<file path="src/rtl/pcfg_pkg.sv">
package pcfg_pkg;
    localparam int CFG_W = 8;

    localparam logic [7:0] OFS_CMD    = 8'h04;
    localparam logic [7:0] OFS_FB     = 8'h13;
    localparam logic [7:0] OFS_ROMCTL = 8'h30;
    localparam logic [7:0] OFS_ROMLO  = 8'h32;
    localparam logic [7:0] OFS_ROMHI  = 8'h33;
    localparam logic [7:0] OFS_IRQ    = 8'h3C;

    localparam logic [7:0] CMD_WMASK   = 8'h23;
    localparam logic [7:0] CMD_RESET   = 8'h07;
    localparam logic [7:0] ROMLO_RESET = 8'h0C;

    typedef struct packed {
        logic [CFG_W-1:0] cmd;
        logic [CFG_W-1:0] fb_hi;
        logic             rom_on;
        logic [CFG_W-1:0] rom_lo;
        logic [CFG_W-1:0] rom_hi;
        logic [CFG_W-1:0] irq;
    } cfg_state_t;

    typedef enum logic [0:0] {
        ST_IDLE = 1'b0,
        ST_RESP = 1'b1
    } acc_state_t;
endpackage

</file>
<file path="src/rtl/pcfg_regs.sv">
module pcfg_regs
    import pcfg_pkg::*;
(
    input  logic             clk,
    input  logic             rst_n,
    input  logic             wr_en,
    input  logic [CFG_W-1:0] addr,
    input  logic [CFG_W-1:0] wdata,
    output cfg_state_t       st,
    output logic             remap
);
    always_ff @(posedge clk) begin
        if (!rst_n) begin
            st.cmd    <= CMD_RESET;
            st.fb_hi  <= '0;
            st.rom_on <= 1'b0;
            st.rom_lo <= ROMLO_RESET;
            st.rom_hi <= '0;
            st.irq    <= '0;
            remap     <= 1'b0;
        end else begin
            remap <= 1'b0;
            if (wr_en) begin
                unique case (addr)
                    OFS_CMD: begin
                        st.cmd <= wdata & CMD_WMASK;
                        remap  <= 1'b1;
                    end
                    OFS_FB: begin
                        st.fb_hi <= wdata;
                        remap    <= 1'b1;
                    end
                    OFS_ROMCTL: st.rom_on <= wdata[0];
                    OFS_ROMLO:  st.rom_lo <= wdata;
                    OFS_ROMHI:  st.rom_hi <= wdata;
                    OFS_IRQ:    st.irq    <= wdata;
                    default: ;
                endcase
            end
        end
    end


    cmd_mask_chk: assert property (@(posedge clk) disable iff (!rst_n)
        (wr_en && addr == OFS_CMD) |=> (st.cmd == ($past(wdata) & CMD_WMASK)));


    rom_hold_chk: assert property (@(posedge clk) disable iff (!rst_n)
        !wr_en |=> ($stable(st.rom_lo) && $stable(st.rom_hi)));
endmodule

</file>
<file path="src/rtl/pcfg_rdmux.sv">
module pcfg_rdmux
    import pcfg_pkg::*;
#(
    parameter bit DEV_SUPPORTED = 1'b1
) (
    input  logic [CFG_W-1:0] addr,
    input  cfg_state_t       st,
    output logic [CFG_W-1:0] rd
);
    localparam logic [7:0] DEVID_LO = DEV_SUPPORTED ? 8'hA0 : 8'hFF;

    always_comb begin
        unique case (addr)
            8'h00:      rd = 8'h13;
            8'h01:      rd = 8'h10;
            8'h02:      rd = DEVID_LO;
            OFS_CMD:    rd = st.cmd;
            8'h0B:      rd = 8'h03;
            8'h10:      rd = 8'h08;
            OFS_FB:     rd = st.fb_hi;
            OFS_ROMCTL: rd = {7'd0, st.rom_on};
            OFS_ROMLO:  rd = st.rom_lo;
            OFS_ROMHI:  rd = st.rom_hi;
            OFS_IRQ:    rd = st.irq;
            8'h3D:      rd = 8'h01;
            default:    rd = '0;
        endcase
    end
endmodule

</file>
<file path="src/rtl/pcfg_iodec.sv">
module pcfg_iodec #(
    parameter int          PORT_W  = 16,
    parameter logic [15:0] WIN_LO  = 16'h03C0,
    parameter int          WIN_CNT = 32
) (
    input  logic              io_en,
    input  logic [PORT_W-1:0] port,
    output logic              hit
);
    localparam logic [PORT_W-1:0] LO = PORT_W'(WIN_LO);
    localparam logic [PORT_W-1:0] HI = PORT_W'(WIN_LO + WIN_CNT - 1);

    always_comb hit = io_en && (port >= LO) && (port <= HI);
endmodule

</file>
<file path="src/rtl/pcfg_responder.sv">
module pcfg_responder
    import pcfg_pkg::*;
#(
    parameter bit DEV_SUPPORTED = 1'b1,
    parameter int PORT_W        = 16
) (
    input  logic              clk,
    input  logic              rst_n,
    input  logic              cfg_req,
    input  logic              cfg_we,
    input  logic [CFG_W-1:0]  cfg_addr,
    input  logic [CFG_W-1:0]  cfg_wdata,
    output logic [CFG_W-1:0]  cfg_rdata,
    output logic              cfg_rvalid,
    input  logic [PORT_W-1:0] io_port,
    output logic              vga_io_hit,
    output logic              io_en,
    output logic              mem_en,
    output logic [CFG_W-1:0]  fb_base,
    output logic              rom_en,
    output logic [2*CFG_W-1:0] rom_base,
    output logic [CFG_W-1:0]  irq_line,
    output logic              remap_pulse
);
    cfg_state_t       st;
    logic [CFG_W-1:0] rd_byte;
    logic [CFG_W-1:0] rd_q;
    acc_state_t       state_q, state_d;
    logic             rd_req;

    assign rd_req = cfg_req && !cfg_we;

    pcfg_regs u_regs (
        .clk   (clk),
        .rst_n (rst_n),
        .wr_en (cfg_req && cfg_we),
        .addr  (cfg_addr),
        .wdata (cfg_wdata),
        .st    (st),
        .remap (remap_pulse)
    );

    pcfg_rdmux #(.DEV_SUPPORTED(DEV_SUPPORTED)) u_rdmux (
        .addr (cfg_addr),
        .st   (st),
        .rd   (rd_byte)
    );

    pcfg_iodec #(.PORT_W(PORT_W)) u_iodec (
        .io_en (io_en),
        .port  (io_port),
        .hit   (vga_io_hit)
    );

    always_comb begin
        unique case (state_q)
            ST_IDLE: state_d = rd_req ? ST_RESP : ST_IDLE;
            ST_RESP: state_d = rd_req ? ST_RESP : ST_IDLE;
            default: state_d = ST_IDLE;
        endcase
    end

    always_ff @(posedge clk) begin
        if (!rst_n) begin
            state_q <= ST_IDLE;
            rd_q    <= '0;
        end else begin
            state_q <= state_d;
            if (rd_req) rd_q <= rd_byte;
        end
    end

    always_comb begin
        cfg_rvalid = (state_q == ST_RESP);
        cfg_rdata  = cfg_rvalid ? rd_q : '0;
        io_en      = st.cmd[0];
        mem_en     = st.cmd[1];
        fb_base    = st.fb_hi;
        rom_en     = st.rom_on;
        rom_base   = {st.rom_hi, st.rom_lo};
        irq_line   = st.irq;
    end


    rvalid_src_chk: assert property (@(posedge clk) disable iff (!rst_n)
        cfg_rvalid |-> $past(cfg_req && !cfg_we));


    remap_src_chk: assert property (@(posedge clk) disable iff (!rst_n)
        remap_pulse |-> $past(cfg_req && cfg_we &&
                              (cfg_addr == OFS_CMD || cfg_addr == OFS_FB)));


    fb_hold_chk: assert property (@(posedge clk) disable iff (!rst_n)
        !(cfg_req && cfg_we && cfg_addr == OFS_FB) |=> $stable(fb_base));
endmodule

</file>
<file path="config.mk">
export PLATFORM = sky130hd
export DESIGN_NAME = pcfg_responder
export DESIGN_NICKNAME = d
export VERILOG_FILES = /design/src/rtl/pcfg_pkg.sv /design/src/rtl/pcfg_regs.sv /design/src/rtl/pcfg_rdmux.sv /design/src/rtl/pcfg_iodec.sv /design/src/rtl/pcfg_responder.sv
export SDC_FILE = /design/constraint.sdc
export NUM_CORES = 1
export LEC_CHECK = 0
export ABC_AREA = 1
export BUFFER_PORTS_ARGS = -buffer_cell sky130_fd_sc_hd__buf_2
export CAP_MARGIN = 20
export CORE_ASPECT_RATIO = 1.5
export CORE_UTILIZATION = 35
export DETAILED_ROUTE_END_ITERATION = 12
export GPL_ROUTABILITY_DRIVEN = 1
export SETUP_SLACK_MARGIN = 0.5
export SLEW_MARGIN = 15
export SYNTH_ARGS = -nofsm -noshare
export SYNTH_HDL_FRONTEND = slang
export SYNTH_SLANG_ARGS = --single-unit
export TNS_END_PERCENT = 50
</file>
<file path="constraint.sdc">
create_clock -name clk -period 2.1 [get_ports clk]
set_input_delay 0.105 -clock clk [delete_from_list [all_inputs] [get_ports clk]]
set_output_delay 0.105 -clock clk [all_outputs]
set_load 0.03 [all_outputs]
</file>
# After elaboration in Yosys (flattened, before gate mapping)
# Cells that the tools add are included.
[classes]
magnitude_cmp = 2
n_eq_ne = 11
n_mux = 4
reduce_logical = 14
[ops]
columns = ["op", "n"]
rows = [
  ["8-bit one-hot mux with 12 select lines", 1],
  ["8-bit by 6-bit equality test with 1-bit output, second input constant", 5],
  ["8-bit by 5-bit equality test with 1-bit output, second input constant", 2],
  ["16-bit by 10-bit greater-or-equal comparator with 1-bit output, second input constant", 1],
  ["16-bit by 10-bit <= comparator with 1-bit output, second input constant", 1],
  ["2-bit AND reduction", 7],
  ["8-bit by 1-bit equality test with 1-bit output, second input constant", 1],
  ["8-bit by 2-bit equality test with 1-bit output, second input constant", 1],
  ["8-bit by 3-bit equality test with 1-bit output, second input constant", 1],
  ["8-bit by 4-bit equality test with 1-bit output, second input constant", 1],
  ["8-bit logical NOT", 1],
  ["8-bit 2-to-1 mux", 1],
  ["1-bit logical AND", 4],
  ["1-bit 2-to-1 mux", 2],
  ["2-bit OR reduction", 1],
  ["1-bit logical NOT", 1],
]
[word_totals]
ff_bits = 47
in_bits = 36
out_inout_bits = 46
word_cells = 40

# Logic depth before layout (Yosys ltp)
# Gate-level depths: netlist (run 1).
[depth]
word_depth = 3
mapped_depth = 11
depth_no_buf = 11

# Cells and area by module
# Synthesis (run 1) repeated with hierarchy kept, for this count alone.
[hier_totals]
hier_cells = 485
area_unflattened_um2 = 2871.5
[modules_own_cells]
columns = ["mod", "instances", "cells_per_inst", "area_per_inst_um2"]
rows = [
  ["pcfg_regs", 1, 262, 1774.2],
  ["pcfg_rdmux", 1, 135, 596.8],
  ["pcfg_responder", 1, 74, 441.7],
  ["pcfg_iodec", 1, 14, 58.8],
]

# Worst setup path after synthesis (run 1)
# No wires, ideal clock.
[synth_timing]
kind = "reg-to-output"
from = "reg u_regs.st[33] (netlist name)"
to = "out vga_io_hit"
t_arrival_ps = 1871
required_ps = 1995
path_slack_ps = 124
path_stages_with_launch = 4
path_cell_list = "dfxtp_1 -> nor4b_1 -> nand2_1 -> nor4b_1"
[synth_via]
elab_chain_cells = 2
[synth_lines]
columns = ["item", "line_no", "source"]
rows = [
  ["1-bit logical AND (2 in a row)", "pcfg_iodec.sv:13", "always_comb hit = io_en && (port >= LO) && (port <= HI);"],
  ["to (decl)", "pcfg_responder.sv:16", "output logic vga_io_hit,"],
]
# No other way between the ends.

# Worst setup path after layout (run 1)
[layout_timing]
from = "reg u_regs.st[33] (netlist name)"
to = "out vga_io_hit"
[layout_via]
elab_chain_cells = 2
[layout_lines]
columns = ["item", "line_no"]
rows = [
  ["1-bit logical AND (2 in a row)", "pcfg_iodec.sv:13"],
]
# No other way between the ends.

==> results of run 1 <==
## final cells by class
class,instances,area share (%)
multi-input cells,243,40.7
flip-flops and latches,47,31.5
repair buffers,79,13.6
inverters,42,5.32
well taps,100,4.19
clock inverters,3,2.39
clock buffers,5,2.30
## placed cells by master, fill, tap and decap left out, drive strengths merged
master / netlist / layout
nand2: 100 / 100
buf: 38 / 79
nand3: 51 / 51
dfxtp: 47 / 47
inv: 40 / 41
a21oi: 40 / 40
nor2: 23 / 23
o21ai: 21 / 21
clkbuf: 5 / 5
nor4b: 2 / 2
nor3: 2 / 2
bufinv: 0 / 2
clkinv: 2 / 2
nor4: 1 / 1
a211oi: 1 / 1
nand4: 1 / 1
a21boi: 1 / 1
## power by group through the flow
stage	combinational, mW	sequential (mW)	clock (mW)
floorplan	0.0767	0.916	0
global placement	0.137	0.915	0
detailed placement	0.139	0.916	0
CTS	0.139	0.895	0.838
global route	0.153	0.896	0.874
finish	0.140	0.895	0.829
## worst min path at each step
stage	end	startpoint	slack (ps)	cells past startpoint
2_1_floorplan	u_regs.st[19]$_SDFFE_PN1P_	cfg_wdata[3]	220	2
3_3_place_gp	u_regs.st[19]$_SDFFE_PN1P_	cfg_wdata[3]	370	3
3_5_place_dp	u_regs.st[19]$_SDFFE_PN1P_	cfg_wdata[3]	370	3
4_1_cts	u_regs.st[19]$_SDFFE_PN1P_	cfg_wdata[3]	50	3
5_1_grt	u_regs.st[19]$_SDFFE_PN1P_	cfg_wdata[3]	40	3
6_report	u_regs.st[19]$_SDFFE_PN1P_	cfg_wdata[3]	40	3
## cell usage after synthesis
library cell,count
a211oi_1,1
a21boi_0,1
a21oi_1,39
a21oi_2,1
buf_4,34
buf_6,4
clkbuf_1,5
clkinv_1,1
clkinv_2,1
dfxtp_1,47
inv_1,37
inv_2,3
nand2_1,87
nand2_2,11
nand2_4,2
nand3_1,49
nand3_2,1
nand3_4,1
nand4_1,1
nor2_1,14
nor2_2,3
nor2_4,5
nor2_8,1
nor3_1,2
nor4_1,1
nor4b_1,2
o21ai_0,18
o21ai_1,3
## layer usage
metal | vias up | part of all wire [%] | track usage [%] | wire length (µm)
li1 | 1264 | - | - | -
met1 | 1108 | 42 | 21.6 | 2990
met2 | 54 | 53 | 35.0 | 3750
met3 | 10 | 3.4 | 2.80 | 240
met4 | 0 | 1.9 | 6.86 | 138
met5 | - | 0 | 0 | 0
## registers in the layout (all words and copies together) (netlist names)
register	cells
cfg_rvalid	1
u_regs.st	37
u_regs.remap	1
rd_q	8
## through the flow
stage | util [%] | instances
4_1_cts | 41.2 | 519
6_report | 41.3 | 519
5_1_grt | 41.3 | 519
2_1_floorplan | - | 375
3_3_place_gp | 39.2 | 511
3_5_place_dp | 39.2 | 511
## critical path: cells and delay by family, from the launching register on
family / cells / cell delay [ps]
simple gates: 3 / 500
flops: 1 / 380
buf+inv: 1 / 190
## logic make-up (layout without fill, tap and decap cells)
logic type	after synthesis	count (layout)	share of synthesized area, %
flops	47	47	35.9
simple gates	180	180	33.5
buf+inv	85	129	18.2
compound gates	63	63	12.4
## timing repair
item	CTS	global route
cloned	0	0
hold endpoints to repair	0	0
gates resized for setup	2	1
endpoints found under the setup margin	1	1
==> flow_summary.toml, run 1 <==
[grt]
grt_pass1_wl_um = 11300
grt_max_degree = 31
overflow = 0
grt_pass1_vias = 2341
antenna_found_initial = 0
grt.total_usage_pct = 18.9

[route]
dr.pass1.iters = 4
drtIter0Drc = 114
drc = 0
antenna_left = 0
num_vias = 2436
wl_per_cell_um = 13.7
viasPerCell = 4.69
routed_wirelength_um = 7120

[worst_setup_path]
reg2reg_to = "rd_q[4]$_SDFFE_PN0P_"
cp-start-kind = "register"
cp-end-kind = "primary output"
slowest_delay_ps = 380
crit_slowest_cell = "dfxtp_2"
startpoint = "u_regs.st[33]$_SDFFE_PN1P_"
required_ps = 2000
crit_arrival_ps = 1380
reg2reg_depth = 6
crit_chain = "nor4b_2, nand2_1, nor4b_2, buf_4"
path_class = "reg2out"
rrSetupSlack_ps = 1020
path_common_cell = "nor4b_2"
rr_startpoint = "u_regs.st[12]$_SDFFE_PN0P_"
crit_path_end = "vga_io_hit"
cp_max_fo = 4

[cells_and_area]
multiInputGateArea_um2 = 1210
fillers = 808
area_growth_pct = 13.9
diodes = 0
ff_latch_area_um2 = 942
stdcell_area_um2 = 2990
layout-drive-gt1-share_pct = 28.4
final_nets = 454

[place]
preCtsSetupSlack_ps = 507
gp_congestion = 0.880
dp_hpwl_um = 5390
numPortBuffers = 76
placed_cell_area_um2 = 2840

[outcome]
outcome = "finished, final reports clean"

[power_and_ir_drop]
peakVddDrop_uv = 277
clkPwrFrac_pct = 44.5
leakage_nw = 1.44
power_density_nw_per_um2 = 624
intPower_mw = 1.42
switchingPower_uw = 446
pwr-share-seq_pct = 48.0
p_comb_share_pct = 7.5
p_total_mw = 1.86
p_sw_share_pct = 23.9

[synthesis]
ys_warn_count = 0
synthCells = 375
ys_seq_elements = 47
synth_area_per_cell_um2 = 6.99
yosys-top-cells-area = "dfxtp_1 36%, nand2_1 12%, buf_4 9.7%"
yosys.cell_types.count = 28
yosys.area.top_type = "dfxtp_1"
synth_fp_nets = 411
synth_sequential_area_ratio_pct = 35.9
synth_area_um2 = 2620
synth_top_area_share_pct = 35.9

[clock_network]
cts_hold_buf = 0
root_buffer = "clkbuf_8"
numCtsBuffers = 5
cts_sinks = 47
clkTransAtPathRegs_ps = 100
clockBufferDepth = 2
cts_tree = "done"
clk_latency_ps = 310
htree_levels = 2
post-cts-setup-buffer-count = 0

[sta]
finalHoldViolCount = 0
fin_hold_ws_ps = 44.9
rsz0062_at_grt = "false"
layout_setup_ws_ps = 611
fin_tns_setup_ps = 0
min_period_ps = 1490
finalSetupViolations = 0
slew_violations = 0
worst_pin_slew_ps = 1010
finalCritPeriodShare_pct = 70.9
fin_worst_skew_ps = 7.91
fmax_mhz = 671
slew-limit-headroom_pct = 32.5

[floorplan]
ios = 82
core_um2 = 7230
die_w_um = 72.7
initial_core_util_pct = 36.3
die_area_um2 = 7850
core.rowCount = 38
die_y_um = 108

[flow_run]
cap_violations = 0

[worst_hold_path]
min_path_type = "in2reg"
No activity file was read; power rests on OpenSTA's default activity.
==> inputs of run 2 (changes only) <==
clock period = 1.31 ns   (was 2.1 ns; I/O delays follow)
==> flow_summary.toml, run 2 (same netlist as run 1, synthesis figures left out) <==
[cells_and_area]
regMostFlops = "u_regs.st"
area_growth_pct = 64.3
layout-drive-gt1-share_pct = 64.8
fin_util_pct = 59.6
reg.largest.list = "u_regs.st: 37 flops, rd_q: 8 flops"
multiInputGateArea_um2 = 1740
final_nets = 484
diodes = 0
ff_latch_area_um2 = 1030
fillers = 675
largest_reg_flops = 37
final_cell_mix = "63 x nand2_1, 59 x buf_6, 29 x nand3_2"
layout_commonest_cell = "nand2_1"

[route]
dr.pass1.iters = 4
antenna_left = 0
wl_per_cell_um = 15.2
viasPerCell = 4.94
routed_wirelength_um = 8350
drc = 0
num_vias = 2713
drtIter0Drc = 109

[power_and_ir_drop]
leakage_nw = 1.85
peakVddDrop_uv = 547
power_density_nw_per_um2 = 640

[worst_setup_path]
crit_arrival_ps = 1330
cp-start-kind = "register"
slowest_delay_ps = 350
path_class = "reg2out"
crit_chain = "nor4b_4, nand2_1, nor4b_4, buf_6"
cp-end-kind = "primary output"
crit_slowest_cell = "dfxtp_4"
cp_max_fo = 2
path_common_cell = "nor4b_4"
required_ps = 1240

[floorplan]
initial_core_util_pct = 36.3
core.rowCount = 38
die_area_um2 = 7850
core_um2 = 7230
die_y_um = 108
die_w_um = 72.7
ios = 82

[place]
gp_congestion = 0.841
dp_hpwl_um = 5560
numPortBuffers = 76

[clock_network]
numCtsBuffers = 5
cts_sinks = 47
clk_latency_ps = 310
root_buffer = "clkbuf_8"
cts_hold_buf = 0
clkTransAtPathRegs_ps = 90
htree_levels = 2
clockBufferDepth = 2
cts_tree = "done"

[grt]
overflow = 0
grt_pass1_wl_um = 12900
antenna_found_initial = 0
grt.total_usage_pct = 21.6
grt_max_degree = 31
grt_pass1_vias = 2687

[sta]
finalSetupViolations = 1
worst_pin_slew_ps = 404
fin_worst_skew_ps = 8.51
layout_setup_ws_ps = -81.1
min_period_ps = 1390
finalCritPeriodShare_pct = 106
slew_violations = 0
slew-limit-headroom_pct = 73.1
fmax_mhz = 719
rsz0062_at_grt = "true"
finalHoldViolCount = 0
fin_hold_ws_ps = 32.0

[outcome]
outcome = "finished with violations"
violations = "setup timing"

[flow_run]
cap_violations = 0

[worst_hold_path]
min_path_type = "in2reg"
## run 2: area by class of cell
cell class / count / area share, %
flip-flops and latches: 47 / 23.9
clock inverters: 1 / 0.203
clock buffers: 7 / 2.00
well taps: 100 / 2.90
multi-input cells: 244 / 40.4
inverters: 42 / 5.72
repair buffers: 108 / 24.8
## run 2: repair_timing
item	CTS	global route
setup buffers	8	9
resized for setup	206	89
setup endpoints to repair	90	80
pin swaps	44	61
cloned	1	0
## run 2: report_power, final
part / internal, mW / leakage [nW] / switching [mW]
registers: 1.40 / 0.399 / 0.00303
clock network: 0.433 / 0.0484 / 0.512
logic: 0.162 / 1.40 / 0.252
## run 2: critical path, delay by kind of cell (launching register included)
kind	cells	cell delay [ps]
and+or+nand+nor	3	510
DFF	1	350
buffers and inverters	1	170
## run 2: layer usage
layer  global-route usage (%)  vias to the layer above  wire, µm
met1                     23.6                     1284      3260
met4                     9.66                        0       171
met5                        0                        -         0
met3                     3.82                       13       370
li1                         -                     1336         -
met2                     39.7                       80      4550
## run 2: metrics by stage
step	power, mW	setup TNS (ps)	instance area (µm²)	worst slack (ps)	std cells
after floorplan	1.63	0	2840	55.4	375
after global placement	1.75	-4.28	3150	-4.28	523
after detailed placement	1.76	-13.5	3150	-13.5	523
after CTS	2.73	-108	3920	-108	540
after global routing	2.88	-150	4310	-150	549
final	2.76	-81.1	4310	-81.1	549
## run 2: final timing paths
path / to / startpoint / slack, ps / depth (start not counted)
min reg2reg: u_regs.st[35]$_SDFFE_PN1P_ / u_regs.st[35]$_SDFFE_PN1P_ / 460 / 2
min: u_regs.st[19]$_SDFFE_PN1P_ / cfg_wdata[3] / 30 / 3
max: vga_io_hit / u_regs.st[33]$_SDFFE_PN1P_ / -80 / 4
max reg2reg: rd_q[0]$_SDFFE_PN0P_ / u_regs.st[33]$_SDFFE_PN1P_ / 330 / 7
